==> config.mk <==
export PLATFORM = sky130hd
export DESIGN_NAME = event_timer
export DESIGN_NICKNAME = d
export VERILOG_FILES = /design/src/rtl/evt_timer_pkg.sv /design/src/rtl/tmr_pin_edge.sv /design/src/rtl/tmr_prescaler.sv /design/src/rtl/tmr_count_core.sv /design/src/rtl/event_timer.sv
export SDC_FILE = /design/constraint.sdc
export NUM_CORES = 1
export LEC_CHECK = 0
export ABC_AREA = 1
export BUFFER_PORTS_ARGS = -buffer_cell sky130_fd_sc_hd__buf_2
export CAP_MARGIN = 20
export CELL_PAD_IN_SITES_DETAIL_PLACEMENT = 1
export CELL_PAD_IN_SITES_GLOBAL_PLACEMENT = 2
export CORE_UTILIZATION = 32
export DETAILED_ROUTE_END_ITERATION = 10
export GPL_TIMING_DRIVEN = 0
export PLACE_DENSITY = 0.88
export RECOVER_POWER = 25
export SETUP_SLACK_MARGIN = 0.3
export SYNTH_ARGS = -nofsm -noshare
export SYNTH_HDL_FRONTEND = slang
export SYNTH_SLANG_ARGS = --single-unit
==> constraint.sdc <==
create_clock -name clk_i -period 2.9 [get_ports clk_i]
set_clock_uncertainty 0.1 [all_clocks]
set_input_delay 0.435 -clock clk_i [delete_from_list [all_inputs] [get_ports clk_i]]
set_output_delay 0.435 -clock clk_i [all_outputs]
set_load 0.005 [all_outputs]
==> src/rtl/evt_timer_pkg.sv <==
package evt_timer_pkg;
  localparam int unsigned RATIO_W = 3;

  typedef struct packed {
    logic               irq_off;
    logic               src_pin;
    logic               fall_edge;
    logic               pre_to_wd;
    logic [RATIO_W-1:0] ratio;
  } tmr_cfg_t;

  localparam int unsigned CFG_W = $bits(tmr_cfg_t);
endpackage

==> src/rtl/tmr_pin_edge.sv <==
module tmr_pin_edge #(
  parameter int unsigned STAGES = 2
) (
  input  logic clk_i,
  input  logic rst_ni,
  input  logic pin_i,
  output logic rise_o,
  output logic fall_o
);
  // sh_q[STAGES-1] is the synchronised pin, sh_q[STAGES] its previous value
  logic [STAGES:0] sh_q;

  always_ff @(posedge clk_i or negedge rst_ni) begin
    if (!rst_ni) sh_q <= '0;
    else         sh_q <= {sh_q[STAGES-1:0], pin_i};
  end

  assign rise_o = sh_q[STAGES-1] & ~sh_q[STAGES];
  assign fall_o = ~sh_q[STAGES-1] & sh_q[STAGES];

  AST_RISE_SINGLE: assert property (@(posedge clk_i) disable iff (!rst_ni)
    rise_o |=> !rise_o);
  AST_FALL_SINGLE: assert property (@(posedge clk_i) disable iff (!rst_ni)
    fall_o |=> !fall_o);
endmodule

==> src/rtl/tmr_prescaler.sv <==
module tmr_prescaler #(
  parameter int unsigned PS_W = 3
) (
  input  logic            clk_i,
  input  logic            rst_ni,
  input  logic            evt_i,
  input  logic            bypass_i,
  input  logic            clr_i,
  input  logic [PS_W-1:0] ratio_i,
  output logic            tick_o
);
  localparam int unsigned DIV_W = 1 << PS_W;

  logic [DIV_W-1:0] pre_q;
  logic [DIV_W-1:0] mask;

  // low ratio+1 bits take part: divide by 2^(ratio+1)
  always_comb begin
    for (int i = 0; i < DIV_W; i++) mask[i] = (i <= int'(ratio_i));
  end

  assign tick_o = bypass_i ? evt_i : (evt_i & (&(pre_q | ~mask)));

  always_ff @(posedge clk_i or negedge rst_ni) begin
    if (!rst_ni)                pre_q <= '0;
    else if (bypass_i || clr_i) pre_q <= '0;
    else if (evt_i)             pre_q <= pre_q + 1'b1;
  end

  AST_MIN_DIV_TWO: assert property (@(posedge clk_i) disable iff (!rst_ni)
    (!bypass_i && !clr_i && tick_o) ##1 (!bypass_i && $stable(ratio_i)) |-> !tick_o);
endmodule

==> src/rtl/tmr_count_core.sv <==
module tmr_count_core #(
  parameter int unsigned CNT_W = 8
) (
  input  logic             clk_i,
  input  logic             rst_ni,
  input  logic             tick_i,
  input  logic             load_i,
  input  logic [CNT_W-1:0] load_val_i,
  input  logic             irq_off_i,
  input  logic             ack_i,
  output logic [CNT_W-1:0] cnt_o,
  output logic             irq_o
);
  logic [CNT_W-1:0] cnt_q;
  logic             irq_q;
  logic             wrap;

  assign wrap = tick_i & ~load_i & (&cnt_q);

  always_ff @(posedge clk_i or negedge rst_ni) begin
    if (!rst_ni)     cnt_q <= '0;
    else if (load_i) cnt_q <= load_val_i;
    else if (tick_i) cnt_q <= cnt_q + 1'b1;
  end

  // a new wrap outranks an acknowledge in the same cycle
  always_ff @(posedge clk_i or negedge rst_ni) begin
    if (!rst_ni)                irq_q <= 1'b0;
    else if (wrap && !irq_off_i) irq_q <= 1'b1;
    else if (ack_i)             irq_q <= 1'b0;
  end

  assign cnt_o = cnt_q;
  assign irq_o = irq_q;

  AST_LOAD_VALUE: assert property (@(posedge clk_i) disable iff (!rst_ni)
    load_i |=> cnt_q == $past(load_val_i));
  AST_HOLD_IDLE: assert property (@(posedge clk_i) disable iff (!rst_ni)
    (!load_i && !tick_i) |=> $stable(cnt_q));
  AST_STEP_ONE: assert property (@(posedge clk_i) disable iff (!rst_ni)
    (!load_i && tick_i) |=> cnt_q == CNT_W'($past(cnt_q) + 1'b1));
  AST_IRQ_HELD: assert property (@(posedge clk_i) disable iff (!rst_ni)
    (irq_q && !ack_i) |=> irq_q);
  AST_IRQ_MASKED: assert property (@(posedge clk_i) disable iff (!rst_ni)
    (irq_off_i && !irq_q) |=> !irq_q);
  AST_IRQ_ON_WRAP: assert property (@(posedge clk_i) disable iff (!rst_ni)
    $rose(irq_q) |-> ($past(cnt_q) == {CNT_W{1'b1}} && cnt_q == '0));
endmodule

==> src/rtl/event_timer.sv <==
module event_timer
  import evt_timer_pkg::*;
#(
  parameter int unsigned CNT_W       = 8,
  parameter int unsigned SYNC_STAGES = 2
) (
  input  logic             clk_i,
  input  logic             rst_ni,
  input  logic             cyc_en_i,
  input  logic             ext_pin_i,
  input  logic [CFG_W-1:0] cfg_i,
  input  logic             load_i,
  input  logic [CNT_W-1:0] load_val_i,
  input  logic             irq_ack_i,
  output logic [CNT_W-1:0] count_o,
  output logic             irq_o
);
  tmr_cfg_t cfg;
  logic     pin_rise, pin_fall, src_evt, tick;

  assign cfg = tmr_cfg_t'(cfg_i);

  tmr_pin_edge #(.STAGES(SYNC_STAGES)) u_pin (
    .clk_i  (clk_i),
    .rst_ni (rst_ni),
    .pin_i  (ext_pin_i),
    .rise_o (pin_rise),
    .fall_o (pin_fall)
  );

  assign src_evt = cfg.src_pin ? (cfg.fall_edge ? pin_fall : pin_rise) : cyc_en_i;

  tmr_prescaler #(.PS_W(RATIO_W)) u_pre (
    .clk_i    (clk_i),
    .rst_ni   (rst_ni),
    .evt_i    (src_evt),
    .bypass_i (cfg.pre_to_wd),
    .clr_i    (load_i),
    .ratio_i  (cfg.ratio),
    .tick_o   (tick)
  );

  tmr_count_core #(.CNT_W(CNT_W)) u_core (
    .clk_i      (clk_i),
    .rst_ni     (rst_ni),
    .tick_i     (tick),
    .load_i     (load_i),
    .load_val_i (load_val_i),
    .irq_off_i  (cfg.irq_off),
    .ack_i      (irq_ack_i),
    .cnt_o      (count_o),
    .irq_o      (irq_o)
  );
endmodule

==> load_flow_metrics.sql, run 1 <==
INSERT INTO impl_metrics (metric_group, metric, value, unit) VALUES
('power', 'comb_power_share', '19.9', '%'),
('finish', 'nFillCells', '486', ''),
('route', 'route.antenna.remaining_nets', '0', ''),
('die', 'design.core.area', '3690', 'um^2'),
('cts', 'clockRootBuffer', 'sky130_fd_sc_hd__clkbuf_8', ''),
('min_path', 'hold_path_depth', '1', ''),
('setup_path', 'timing.reg2reg.worst_path_depth', '8', ''),
('synthesis', 'synthFlopType', 'sky130_fd_sc_hd__dfrtp_1', ''),
('die', 'floorplan.die.width', '64.1', 'um'),
('synthesis', 'synthTopCellsByArea', 'sky130_fd_sc_hd__dfrtp_1, sky130_fd_sc_hd__nand2_1, sky130_fd_sc_hd__nand3_1', ''),
('placed_design', 'dpl_cell_area', '1440', 'um^2'),
('synthesis', 'netlist.area_leader.share', '40.5', '%'),
('die', 'number_of_core_rows', '22', ''),
('synthesis', 'postSynthRegisterBits', '20', ''),
('timing', 'timing_hold_violations_final', '0', ''),
('timing', 'layout_min_cycle_time', '1580', 'ps'),
('placed_design', 'place.port_buffers', '29', ''),
('setup_path', 'crit_path_frequent_cell', 'sky130_fd_sc_hd__nand2_1', ''),
('cts', 'clk_pin_slew_worst_paths', '80', 'ps'),
('power', 'net_switching_power_figure', '0.199', 'mW'),
('min_path', 'timing.hold.worst_endpoint', 'u_pin.sh_q[0]', ''),
('power', 'switching_share', '29.4', '%'),
('setup_path', 'critical_path_source_type', 'register', ''),
('timing', 'worst_slew_margin_rel', '25.1', '%'),
('min_path', 'timing.hold.worst.start', 'ext_pin_i', ''),
('route', 'drtIter0Drc', '33', ''),
('synthesis', 'synth_area', '1230', 'um^2'),
('cts', 'tritoncts_clock_tree', 'built', ''),
('synthesis', 'yosysSeqAreaShare', '40.5', '%'),
('run_status', 'outcome', 'complete, no violations', ''),
('timing', 'grt_setup_unrepaired', 'no', ''),
('timing', 'finalMaxSlewViolations', '0', ''),
('placed_design', 'dp_hpwl', '2460', 'um'),
('die', 'floorplan.initialDensity', '33.5', '%'),
('finish', 'flow.area_growth_from_synthesis', '21.0', '%'),
('die', 'ioPinCount', '30', ''),
('power', 'vdd_ir_drop_max', '0.000230', 'V'),
('timing', 'timing.setup.tns', '0', 'ps'),
('finish', 'insertedDiodeCount', '0', ''),
('grt', 'number_of_global_route_vias_before_repair', '1278', ''),
('min_path', 'class_of_the_most_critical_hold_timing_path', 'in -> reg', ''),
('setup_path', 'crit_slowest_cell', 'sky130_fd_sc_hd__dfrtp_1', ''),
('timing', 'setup-violations-final', '0', ''),
('setup_path', 'regToRegEndpoint', 'u_core.cnt_o[6]', ''),
('setup_path', 'rrSetupSlack', '1320', 'ps'),
('grt', 'maximum_number_of_pins_on_one_net_before_global_route_repair', '21', ''),
('power', 'leakagePower', '0.718', 'nW'),
('grt', 'grt_antenna_before_repair', '0', ''),
('route', 'drt-wirelength-per-cell', '13.3', 'um'),
('power', 'total_power', '0.678', 'mW'),
('cts', 'cts_inserted_buffers', '3', ''),
('synthesis', 'post_synth.cell_area_avg', '7.77', 'um^2'),
('setup_path', 'path_max_fanout', '5', ''),
('grt', 'first_pass_grt_wire_length', '5720', 'um'),
('synthesis', 'async_reset_ff_share', '100', '%'),
('route', 'drcViolationCount', '0', ''),
('job', 'timing.max_cap.violations', '0', ''),
('setup_path', 'setup.worst_path.start', 'u_core.cnt_o[0]', ''),
('synthesis', 'syn_nets', '182', ''),
('power', 'cellInternalPower', '0.479', 'mW'),
('synthesis', 'yosys.cell_types.count', '28', ''),
('timing', 'achievable-frequency', '0.632', 'GHz'),
('setup_path', 'crit_path_cell_trace', 'ha_1 -> nand3_1 -> nand3b_1 -> xnor2_1 -> nand2_1 -> nand2_1 -> nand2_1 -> nand2_1', ''),
('cts', 'clockBufferDepth', '2', ''),
('power', 'sequentialPowerShare', '48.4', '%'),
('cts', 'holdBufCountCts', '0', ''),
('placed_design', 'routabilityCongestion', '0.807', ''),
('setup_path', 'timing.critical_path.slowest_cell_delay', '430', 'ps'),
('timing', 'min_period_over_period', '54.5', '%'),
('synthesis', 'yosysWarningCount', '0', ''),
('die', 'die_area', '4110', 'um^2');
-- state kept, by name (all words and copies together) (netlist names) --
register	flops
u_core.irq_o	1
u_core.cnt_o	8
u_pin.sh_q	3
u_pre.pre_q	8
-- metrics by stage --
step / setup slack, ps / std cells
after global placement: 1340 / 236
after global routing: 1200 / 240
after floorplan: 1500 / 159
final: 1320 / 240
after CTS: 1310 / 240
after detailed placement: 1280 / 236
-- worst max-delay path: cells and delay by family (launching register included) --
kind	cells	cell delay, ps
XOR/XNOR	1	150
flip-flops	1	430
adder cells (fa/ha/maj)	1	210
AND/OR/NAND/NOR	6	570
-- power groups by stage --
stage / Clock, mW / Combinational (mW) / Sequential (mW)
after floorplan: 0 / 0.0767 / 0.330
after global placement: 0 / 0.131 / 0.333
after detailed placement: 0 / 0.137 / 0.334
after CTS: 0.225 / 0.138 / 0.329
after global routing: 0.234 / 0.154 / 0.333
final: 0.215 / 0.135 / 0.328
-- cells in the mapped netlist (2+ instances only) --
cell and instances:
sky130_fd_sc_hd__ha_1 2, sky130_fd_sc_hd__inv_2 2, sky130_fd_sc_hd__xor2_1 3, sky130_fd_sc_hd__nand2_1 53, sky130_fd_sc_hd__nand3b_1 2, sky130_fd_sc_hd__xnor2_1 3
sky130_fd_sc_hd__nand2_8 2, sky130_fd_sc_hd__o21ai_1 7, sky130_fd_sc_hd__nor3_1 2, sky130_fd_sc_hd__a21oi_1 2, sky130_fd_sc_hd__o21ai_0 4, sky130_fd_sc_hd__nand4_1 7
sky130_fd_sc_hd__nor2_1 5, sky130_fd_sc_hd__nand2_2 3, sky130_fd_sc_hd__nand3_1 19, sky130_fd_sc_hd__dfrtp_1 20, sky130_fd_sc_hd__inv_1 12
-- cells in the final DEF, fill, tap and decap left out, drive strengths merged --
master,count
a21oi,3
xnor2,3
buf,29
inv,14
nand3,19
dfrtp,20
xor2,3
nor3,2
ha,2
o21ai,13
nor2,6
a21boi,1
o21bai,1
nand4,7
o211ai,1
clkbuf,6
nand2,59
nand3b,2
o31ai,1
-- per-layer routing --
| metal | GRT usage (%) | wire, um | part of all wire [%] | vias up |
|---|---|---|---|---|
| li1 | - | - | - | 590 |
| met5 | 0 | 0 | 0 | - |
| met4 | 5.00 | 35 | 1.1 | 0 |
| met1 | 22.6 | 1510 | 47 | 561 |
| met2 | 31.8 | 1550 | 48 | 20 |
| met3 | 1.79 | 101 | 3.2 | 4 |
-- worst max path at each step --
stage,cells after the start,slack [ps],endpoint
after floorplan,8,1500,u_core.cnt_o[6]
after global placement,5,1340,u_pre.pre_q[2]
after detailed placement,6,1280,u_pre.pre_q[3]
after CTS,8,1310,u_core.cnt_o[6]
after global routing,8,1200,u_core.cnt_o[6]
final,8,1320,u_core.cnt_o[6]
-- kinds of logic after synthesis --
kind of cell / count (synthesis) / share of synthesized area (%)
AND/OR/NAND/NOR: 95 / 37.5
AO/OA/AOI/OAI: 20 / 10.8
flip-flops: 20 / 40.5
buffers and inverters: 16 / 4.86
XOR/XNOR: 6 / 4.26
adder cells (fa/ha/maj): 2 / 2.03
-- area by class of cell --
| class | instances | area, um^2 | area share (%) |
|---|---|---|---|
| Multi-Input combinational cell | 123 | 674 | 45.1 |
| Timing Repair Buffer | 29 | 144 | 9.63 |
| Sequential cell | 20 | 500 | 33.5 |
| Clock buffer | 4 | 55.1 | 3.69 |
| Inverter | 14 | 52.6 | 3.52 |
| Buffer | 2 | 7.51 | 0.503 |
| Tap cell | 48 | 60.1 | 4.02 |
Note: power is estimated with default switching activity, not from simulation.
==> inputs of run 2 (changes only) <==
- CORE_UTILIZATION: 32 -> 26
- PLACE_DENSITY: 0.88 -> 0.77
- clock period: 2.9 -> 1.45 ns (I/O delays scaled with it)
==> load_flow_metrics.sql, run 2 (same netlist as run 1, synthesis figures left out) <==
INSERT INTO impl_metrics (metric_group, metric, value, unit) VALUES
('run_status', 'outcome', 'complete, but fails checks', ''),
('run_status', 'failing_checks', 'negative setup slack', ''),
('grt', 'number_of_global_route_vias_before_repair', '1456', ''),
('finish', 'drive_above_1_share', '44.7', '%'),
('route', 'finalWirelength', '4130', 'um'),
('job', 'timing.max_cap.violations', '0', ''),
('power', 'sequentialPowerShare', '40.7', '%'),
('finish', 'final_core_util', '43.5', '%'),
('power', 'leakagePower', '0.929', 'nW'),
('die', 'die_area', '5030', 'um^2'),
('timing', 'timing_hold_violations_final', '0', ''),
('setup_path', 'crit_path_end_kind', 'register', ''),
('route', 'routed_via_density', '4.93', ''),
('finish', 'flow.area_growth_from_synthesis', '57.6', '%'),
('grt', 'first_pass_grt_wire_length', '6950', 'um'),
('timing', 'grt_setup_unrepaired', 'yes', ''),
('power', 'power_per_cell_area', '826', 'nW/um^2'),
('die', 'ioPinCount', '30', ''),
('cts', 'clock-sinks', '20', ''),
('grt', 'track_usage', '17.4', '%'),
('grt', 'grt_antenna_before_repair', '0', ''),
('timing', 'setup-violations-final', '6', ''),
('power', 'total_power', '1.61', 'mW'),
('placed_design', 'place.port_buffers', '29', ''),
('setup_path', 'crit_path_cell_trace', 'ha_2 -> nand3_2 -> nand3b_1 -> xnor2_1 -> nand2_1 -> nand2_1 -> nand2_1 -> nand2_1', ''),
('route', 'route.antenna.remaining_nets', '0', ''),
('grt', 'maximum_number_of_pins_on_one_net_before_global_route_repair', '21', ''),
('cts', 'insertion_delay', '270', 'ps'),
('placed_design', 'placement.setup.worst_slack', '-82.3', 'ps'),
('die', 'number_of_core_rows', '24', ''),
('die', 'design.core.area', '4470', 'um^2'),
('timing', 'min_period_over_period', '107', '%'),
('grt', 'overflow', '0', ''),
('finish', 'insertedDiodeCount', '0', ''),
('timing', 'finalMaxSlewViolations', '0', ''),
('min_path', 'class_of_the_most_critical_hold_timing_path', 'in -> reg', ''),
('setup_path', 'timing.critical_path.slowest_cell_delay', '420', 'ps'),
('power', 'clkPwrFrac', '28.1', '%'),
('timing', 'setup_slack', '-96.5', 'ps'),
('cts', 'cts_inserted_buffers', '3', ''),
('route', 'drt-wirelength-per-cell', '14.8', 'um'),
('cts', 'clk_pin_slew_worst_paths', '80', 'ps'),
('setup_path', 'critical_path_required', '1510', 'ps'),
('power', 'net_switching_power_figure', '0.491', 'mW'),
('finish', 'layout.cell_area.non_filler', '1950', 'um^2'),
('finish', 'final_cell_mix', 'sky130_fd_sc_hd__nand2_1, sky130_fd_sc_hd__buf_2, sky130_fd_sc_hd__buf_4', ''),
('cts', 'clockBufferDepth', '2', ''),
('power', 'comb_power_share', '31.2', '%'),
('power', 'cellInternalPower', '1.12', 'mW'),
('cts', 'tritoncts_clock_tree', 'built', ''),
('setup_path', 'critical_path_source_type', 'register', ''),
('cts', 'htreeDepth', '1', ''),
('cts', 'clockRootBuffer', 'sky130_fd_sc_hd__clkbuf_8', ''),
('setup_path', 'critPathKind', 'reg -> reg', ''),
('power', 'switching_share', '30.5', '%'),
('placed_design', 'dpl_cell_area', '1470', 'um^2'),
('setup_path', 'crit_slowest_cell', 'sky130_fd_sc_hd__dfrtp_1', ''),
('setup_path', 'crit_path_frequent_cell', 'sky130_fd_sc_hd__nand2_1', ''),
('route', 'route.vias.total', '1380', ''),
('die', 'floorplan.initialDensity', '27.6', '%'),
('route', 'firstDrtPassIters', '6', ''),
('finish', 'nFillCells', '558', ''),
('finish', 'layout_commonest_cell', 'sky130_fd_sc_hd__nand2_1', ''),
('timing', 'layout_min_cycle_time', '1550', 'ps'),
('placed_design', 'dp_hpwl', '2640', 'um'),
('timing', 'achievable-frequency', '0.647', 'GHz'),
('finish', 'final_net_count', '252', ''),
('die', 'die_y', '70.9', 'um'),
('power', 'vdd_ir_drop_max', '0.000550', 'V'),
('setup_path', 'path_max_fanout', '4', ''),
('setup_path', 'worst-endpoint-arrival', '1610', 'ps'),
('placed_design', 'routabilityCongestion', '0.785', ''),
('die', 'floorplan.die.width', '70.9', 'um'),
('timing', 'worst_slew_margin_rel', '64.0', '%'),
('timing', 'tightestPinTransition', '541', 'ps'),
('route', 'drtIter0Drc', '51', ''),
('route', 'drcViolationCount', '0', '');
## run 2: cell count changes in the layout (fill, tap and decap cells not counted), moves of 3 or more
cell                      delta
sky130_fd_sc_hd__dfrtp_2     +5
sky130_fd_sc_hd__dfrtp_1     -5
sky130_fd_sc_hd__buf_4      +18
sky130_fd_sc_hd__buf_2       -4
sky130_fd_sc_hd__o21ai_1     -4
sky130_fd_sc_hd__nand2_2     +3
sky130_fd_sc_hd__buf_6      +17
sky130_fd_sc_hd__nand2_1     -3
sky130_fd_sc_hd__o21ai_2     +4
## run 2: per-stage QoR
step	TNS (ps)	std cells	hold slack [ps]
6_report	-232	280	81.3
5_1_grt	-1390	280	73.7
4_1_cts	-60.5	274	79.5
3_5_place_dp	-499	240	114
3_3_place_gp	-64.1	240	110
2_1_floorplan	0	159	-178
## run 2: power groups by stage
stage	Combinational [mW]	Sequential [mW]	Clock (mW)
after floorplan	0.159	0.662	0
after global placement	0.274	0.669	0
after detailed placement	0.286	0.671	0
after CTS	0.455	0.652	0.458
after global routing	0.548	0.660	0.486
final	0.502	0.654	0.453
## run 2: critical path, delay by kind of cell (launching register included)
family / cells / cell delay, ps
XOR/XNOR: 1 / 160
adder cells (fa/ha/maj): 1 / 220
flip-flops: 1 / 420
AND/OR/NAND/NOR: 6 / 540
## run 2: area by class of cell
cell class                      instances  area (um^2)  share of cell area, %
Clock buffer                            4         55.1                   2.83
Timing Repair Buffer                   64          499                   25.6
Multi-Input combinational cell        124          761                   39.1
Tap cell                               52         65.1                   3.34
Buffer                                  2         7.51                  0.386
Sequential cell                        20          507                   26.0
Inverter                               14         52.6                   2.70
## run 2: repair_timing
action / CTS / global route
gates resized for setup: 24 / 12
hold endpoints to repair: 21 / 0
hold buffers: 2 / 0
endpoints found under the setup margin: 25 / 25
pin swaps: 5 / 6
buffers inserted: 27 / 6
gates cloned: 1 / 0
## run 2: worst paths after layout
kind / cells after the start / startpoint / slack (ps) / endpoint
worst max-delay path: 8 / u_core.cnt_o[1] / -100 / u_core.cnt_o[6]
worst max register to register: 8 / u_core.cnt_o[1] / -100 / u_core.cnt_o[6]
max in group asynchronous: 2 / rst_ni / 500 / u_core.cnt_o[6]
worst min register to register: 0 / u_pin.sh_q[0] / 280 / u_pin.sh_q[1]
min in group asynchronous: 2 / rst_ni / 360 / u_pre.pre_q[7]
worst min-delay path: 4 / irq_ack_i / 80 / u_core.irq_o
## run 2: routing by layer
layer	wire length, um	GRT usage [%]	part of all wire, %
met5	0	0	0
met4	23	4.44	0.56
met3	98	2.28	2.4
met2	2100	30.8	51
met1	1910	22.3	46
